**config.mk**
```make
export PLATFORM = sky130hd
export DESIGN_NAME = half_to_single_widener
export DESIGN_NICKNAME = d
export VERILOG_FILES = /design/src/rtl/half_widen_pkg.sv /design/src/rtl/hw_lead_zero_count.sv /design/src/rtl/hw_subnorm_normalizer.sv /design/src/rtl/hw_half_widen_core.sv /design/src/rtl/half_to_single_widener.sv
export SDC_FILE = /design/constraint.sdc
export NUM_CORES = 1
export LEC_CHECK = 0
export ABC_AREA = 1
export BUFFER_PORTS_ARGS = -buffer_cell sky130_fd_sc_hd__buf_2
export CORE_MARGIN = 4
export CORE_UTILIZATION = 31
export CTS_CLUSTER_SIZE = 16
export DETAILED_ROUTE_END_ITERATION = 6
export SLEW_MARGIN = 20
export SYNTH_ARGS = -nofsm -noshare
export SYNTH_HDL_FRONTEND = slang
export SYNTH_SLANG_ARGS = --single-unit
```
**constraint.sdc**
```tcl
create_clock -name clk -period 2.6 [get_ports clk]
set_input_delay 0.39 -clock clk [delete_from_list [all_inputs] [get_ports clk]]
set_output_delay 0.39 -clock clk [all_outputs]
set_load 0.02 [all_outputs]
```
**src/rtl/half_widen_pkg.sv**
```systemverilog
// Package: shared classification and mode types for the half-to-single widener.
// Assumes nothing beyond standard binary floating-point field layouts.
package half_widen_pkg;

    // Interpretation of the largest half exponent.
    typedef enum logic {
        MODE_STANDARD = 1'b0,   // exponent all-ones means Inf/NaN
        MODE_EXTENDED = 1'b1    // exponent all-ones is a finite value
    } widen_mode_e;

    // Input class that decides how the output fields are built.
    typedef enum logic [1:0] {
        CLS_ZERO    = 2'd0,
        CLS_SUBNORM = 2'd1,
        CLS_NORMAL  = 2'd2,
        CLS_SPECIAL = 2'd3
    } half_class_e;

endpackage

```
**src/rtl/hw_lead_zero_count.sv**
```systemverilog
// Module: counts the leading zeros of a vector, from its most significant bit.
// Assumes WIDTH >= 1. An all-zero vector reports WIDTH.
module hw_lead_zero_count #(
    parameter int WIDTH = 10,
    localparam int CNT_W = $clog2(WIDTH + 1)
) (
    input  logic [WIDTH-1:0] vec,
    output logic [CNT_W-1:0] count
);

    // Scan from LSB upward; the last set bit seen is the highest one.
    always_comb begin
        count = CNT_W'(WIDTH);
        for (int i = 0; i < WIDTH; i++) begin
            if (vec[i]) count = CNT_W'(WIDTH - 1 - i);
        end
    end

endmodule

```
**src/rtl/hw_subnorm_normalizer.sv**
```systemverilog
// Module: normalises a subnormal mantissa by shifting its leading one out
// into the hidden position. Reports the shift used (leading zeros + 1).
// Assumes the mantissa is nonzero when the result is used.
module hw_subnorm_normalizer #(
    parameter int MAN_W = 10,
    localparam int SH_W = $clog2(MAN_W + 1)
) (
    input  logic [MAN_W-1:0] man_in,
    output logic [SH_W-1:0]  shift,
    output logic [MAN_W-1:0] man_out
);

    logic [SH_W-1:0] lead_zeros;

    hw_lead_zero_count #(.WIDTH(MAN_W)) u_lzc (
        .vec   (man_in),
        .count (lead_zeros)
    );

    // Shift one past the leading zeros so the leading one leaves the field.
    always_comb begin
        shift   = lead_zeros + SH_W'(1);
        man_out = man_in << shift;
    end

endmodule

```
**src/rtl/hw_half_widen_core.sv**
```systemverilog
// Module: combinational field conversion from half to single precision.
// Classifies the input, re-biases the exponent, normalises subnormals and
// widens the mantissa. Exact by construction; no rounding is needed.
// Assumes SGL_EXP_W > HALF_EXP_W and SGL_MAN_W >= HALF_MAN_W.
module hw_half_widen_core
    import half_widen_pkg::*;
#(
    parameter int HALF_EXP_W = 5,
    parameter int HALF_MAN_W = 10,
    parameter int SGL_EXP_W  = 8,
    parameter int SGL_MAN_W  = 23,
    localparam int HALF_W    = 1 + HALF_EXP_W + HALF_MAN_W,
    localparam int SGL_W     = 1 + SGL_EXP_W + SGL_MAN_W
) (
    input  logic              mode,
    input  logic [HALF_W-1:0] half_in,
    output logic [SGL_W-1:0]  single_out
);

    localparam int HALF_BIAS = (1 << (HALF_EXP_W - 1)) - 1;
    localparam int SGL_BIAS  = (1 << (SGL_EXP_W - 1)) - 1;
    localparam int EXP_ADJ   = SGL_BIAS - HALF_BIAS;
    localparam int PAD_W     = SGL_MAN_W - HALF_MAN_W;
    localparam int SH_W      = $clog2(HALF_MAN_W + 1);

    logic                  sgn;
    logic [HALF_EXP_W-1:0] h_exp;
    logic [HALF_MAN_W-1:0] h_man;
    half_class_e           cls;
    logic [SH_W-1:0]       sub_shift;
    logic [HALF_MAN_W-1:0] sub_man;
    logic [SGL_EXP_W-1:0]  o_exp;
    logic [HALF_MAN_W-1:0] o_man;

    // Split the input pattern into its fields.
    always_comb begin
        sgn   = half_in[HALF_W-1];
        h_exp = half_in[HALF_W-2 -: HALF_EXP_W];
        h_man = half_in[HALF_MAN_W-1:0];
    end

    hw_subnorm_normalizer #(.MAN_W(HALF_MAN_W)) u_norm (
        .man_in  (h_man),
        .shift   (sub_shift),
        .man_out (sub_man)
    );

    // Classify the input; the top exponent is special only in standard mode.
    always_comb begin
        if (h_exp == '0)
            cls = (h_man == '0) ? CLS_ZERO : CLS_SUBNORM;
        else if (&h_exp && widen_mode_e'(mode) == MODE_STANDARD)
            cls = CLS_SPECIAL;
        else
            cls = CLS_NORMAL;
    end

    // Build the output exponent and upper mantissa per class.
    always_comb begin
        unique case (cls)
            CLS_ZERO: begin
                o_exp = '0;
                o_man = '0;
            end
            CLS_SUBNORM: begin
                o_exp = SGL_EXP_W'(EXP_ADJ + 1) - SGL_EXP_W'(sub_shift);
                o_man = sub_man;
            end
            CLS_SPECIAL: begin
                o_exp = '1;
                o_man = h_man;
            end
            default: begin
                o_exp = SGL_EXP_W'(h_exp) + SGL_EXP_W'(EXP_ADJ);
                o_man = h_man;
            end
        endcase
    end

    // Assemble: sign passes straight through, low mantissa bits are zero.
    always_comb single_out = {sgn, o_exp, o_man, {PAD_W{1'b0}}};

endmodule

```
**src/rtl/half_to_single_widener.sv**
```systemverilog
// Module: streaming half-to-single widener. One conversion per cycle,
// no back-pressure. REG_OUT=1 adds a registered stage (one-cycle latency,
// data held when no input is valid); REG_OUT=0 is purely combinational.
// Assumes a synchronous active-low reset.
module half_to_single_widener #(
    parameter int REG_OUT    = 1,
    parameter int HALF_EXP_W = 5,
    parameter int HALF_MAN_W = 10,
    parameter int SGL_EXP_W  = 8,
    parameter int SGL_MAN_W  = 23,
    localparam int HALF_W    = 1 + HALF_EXP_W + HALF_MAN_W,
    localparam int SGL_W     = 1 + SGL_EXP_W + SGL_MAN_W
) (
    input  logic              clk,
    input  logic              rst_n,
    input  logic              in_valid,
    input  logic [HALF_W-1:0] in_bits,
    input  logic              mode,
    output logic              out_valid,
    output logic [SGL_W-1:0]  out_bits
);

    logic [SGL_W-1:0] conv;

    hw_half_widen_core #(
        .HALF_EXP_W (HALF_EXP_W),
        .HALF_MAN_W (HALF_MAN_W),
        .SGL_EXP_W  (SGL_EXP_W),
        .SGL_MAN_W  (SGL_MAN_W)
    ) u_core (
        .mode       (mode),
        .half_in    (in_bits),
        .single_out (conv)
    );

    generate
        if (REG_OUT != 0) begin : g_reg
            // Output stage: capture valid every edge, data only when valid.
            always_ff @(posedge clk) begin
                if (!rst_n) begin
                    out_valid <= 1'b0;
                    out_bits  <= '0;
                end else begin
                    out_valid <= in_valid;
                    if (in_valid) out_bits <= conv;
                end
            end
        end else begin : g_comb
            // Pass-through: result follows the input in the same cycle.
            assign out_valid = in_valid;
            assign out_bits  = conv;
        end
    endgenerate

endmodule

```
==> results list <==
- Status: completed
* Fraction of registers with async set or reset after synthesis: 0%
- Yosys printed 0 warnings.
- Buffers from clock root to sink, at most: 2
* Peak supply drop: 185.1 uV
- The average instance in the mapped netlist occupies 6.523 um2.
* Total Die Area: 6016 um2
- Synth Register Bits: 19
* Overall global routing resource usage: 13.99%
- In this run the power density over the cells is 454.6 nW/um2.
* Final std cell area, no fill: 1719 um2
- Wire length after detailed routing: 4.139 mm
- Number of routed nets with antenna violations: 0
- Worst setup slack after layout: 0.4635 ns
- Hold/Removal Path Class: in -> reg
* Sequential element share of the synthesized area: 25.35%
- In this run, the number of DRC markers left after iteration 0 of detailed routing was 111.
- STA classifies the critical path startpoint as a primary input.
- The HPWL after detailed placement is 3.272 mm.
- CTS H-tree lvls: 1
* Cell Rows: 25
- Area of the multi-input gates: 930.9 um2
- The number of antenna diodes in the final layout is 0.
- Fill cells in the final layout number 535.
- The die is 77.57 um tall.
- The library cell used most frequently in the layout, excluding fill and tap cells, is nand2_1.
- The critical path ends at out_bits[22].
- The root buffer cell chosen for the clock tree is clkbuf_8.
* Post-Synthesis Cells: 230
* TritonCTS Buffers: 3
- The first global-routing pass estimated 6.934 mm of wire.
* Total core area: 4692 um2
* RePlAce Congestion: 0.9604
- CTS tree: built
- The initial antenna violation count is 0.
* Total gr overflow: 0
- Across all layers, the routed design uses 1548 vias.
- For this configuration, the core starts out at a cell density of 31.97%.
* Via-per-instance ratio: 4.853
- Max Clock Skew: 0 ns
- Number of maximum-capacitance constraint violations: 0
- Length in cells of the worst reg-to-reg path: 2
- Counting I/O delays and the setup requirement, the final critical path takes 2.137 ns.
- The number of max-slew violations in the final report was 0.
* Flop-to-flop setup slack: 1.92 ns
* Arrival time of data at the critical path endpoint: 2.33 ns
* EDFF count, synth: 0
* Post-Place Setup Slack: 0.2133 ns
- Post-detailed-route wirelength per cell: 12.97 um
- Based on the critical path, the design can be clocked at up to 0.4680 GHz.
* Cell area after technology mapping: 1500 um2
- Commonest non-fill, non-tap cells in the layout: 49 x nand2_1, 39 x buf_2, 26 x nand3_1
* Count of input and output buffers: 39
- Worst-path clk slew: 0.07 ns
- Setup repair after global routing missed its margin: false
- Share of final-layout standard cells stronger than drive strength 1: 27.17%
* Number of global-route vias before repair: 1441
* Chip Width: 77.57 um
- The clock reaches the later pin of the worst-skew pair after 0.25 ns.
- Instance area at placement: 1674 um2
- In this run, post-CTS repair resized a total of 0 instances.
- Maximum number of pins on one net before global-route repair: 23
- DRC Markers: 0
- Summing all flip-flop and latch instances after layout gives 380.4 um2.
* Top-Level Pins: 53
- CP max FO: 14
- The biggest area contributor in the post-synthesis netlist is dfxtp_1.
- Critical path type: in -> reg
- The worst register-to-register path begins at out_bits[21].
* Area added between synthesis and finish: 14.60%
- After synthesis, the largest area contributor takes up 25.35% of total cell area.
- The final critical path takes up 82.17% of the cycle.
- Crit path required time: 2.79 ns
- In the post-synthesis netlist, the biggest area contributors are dfxtp_1 25%, nand2_1 12%, nand3_1 8.7%.
- The worst setup path is captured at a register.
* Post-layout nets: 288
* Buffer count from post-CTS setup fixing: 0
- Synthesis instantiated 31 different standard cells from the library.
* Final Setup Violations: 0
* Clock sink total: 19
* Hold buffer count at cts: 0
- The critical path starts at in_bits[1].
- In the final timing run, aggregate negative setup slack is 0 ns.
- The first detailed-routing pass ran for 4 iterations.
* Most used flip-flop cell after synthesis: dfxtp_1
- The final count of hold timing violations was 0.
- Leakage: 0.8358 nW
- Destination of the worst register-to-register timing path: out_bits[21]
[critical path: stages]
cell     delay [ns]
buf_2          0.12
inv_1          0.06
nand2_1        0.05
nand2_1        0.04
nand2_1        0.05
nand2_1        0.05
nand2_1        0.06
nand2_2        0.06
nand2_4        0.11
nand2_8        0.10
ha_1           0.33
inv_1          0.24
buf_4          0.20
nand4_1        0.09
nand2_1        0.08
nand2_1        0.05
nor2_1         0.13
nor2_1         0.06
nor2_1         0.07
[routing by layer]
| layer | GRT usage [%] | vias up | wire length, um |
|---|---|---|---|
| li1 | - | 807 | - |
| met5 | 0 | - | 0 |
| met3 | 2.436 | 2 | 192 |
| met1 | 18.98 | 696 | 1967 |
| met2 | 23.58 | 43 | 1955 |
| met4 | 2.135 | 0 | 23 |
[registers in the layout, indices dropped and copies added (netlist names)]
register,flops
out_valid,1
out_bits,18
[stage by stage]
stage	std cells	hold WS, ns	util, %	power (mW)
6_report	319	0.3642	36.64	0.7815
5_1_grt	319	0.3881	36.64	0.8333
4_1_cts	319	0.3608	36.64	0.7947
3_5_place_dp	315	0.4729	35.68	0.5878
3_3_place_gp	315	0.4664	35.68	0.5894
2_1_floorplan	242	0.5249	-	0.5293
[cell usage after synthesis, drive strengths merged, types with 2 or more instances]
cell type	instances
nand2	58
a21oi	27
nand3	26
o21ai	23
inv	20
dfxtp	19
nor2	19
buf	16
clkbuf	7
nand4	3
a31oi	2
ha	2
nor3	2
[where the power goes]
part	leakage, nW	internal [mW]	switching, mW
Sequential	0.158	0.312	0.00843
Clock	0.0228	0.109	0.0912
Combinational	0.655	0.0833	0.178
Total	0.836	0.504	0.278
[cell type report]
cell class              count  area share (%)
clock buffers               4           2.620
inverters                  20           4.512
multi-input cells         180           54.15
flip-flops and latches     19           22.13
well taps                  54           3.930
repair buffers             42           12.66
[cells by family after synthesis]
logic type                 Yosys count  share of synthesized area [%]
adders and majority gates            2                          1.668
xor gates and xnor gates             1                          1.835
DFF                                 19                          25.35
other                                1                         0.2500
buffers and inverters               43                          15.60
and+or+nand+nor                    109                          34.70
AOI/OAI and AO/OA                   55                          20.60
[how the worst min path moves through the flow]
stage,startpoint,endpoint,slack (ns),cells after the start
after global routing,in_bits[15],out_bits[31],0.39,3
after CTS,in_bits[15],out_bits[31],0.36,3
after detailed placement,out_bits[30],out_bits[30],0.47,2
after global placement,out_bits[30],out_bits[30],0.47,2
final,in_bits[15],out_bits[31],0.36,3
after floorplan,in_bits[15],out_bits[31],0.52,2
Note: power is estimated with default switching activity, not from simulation.
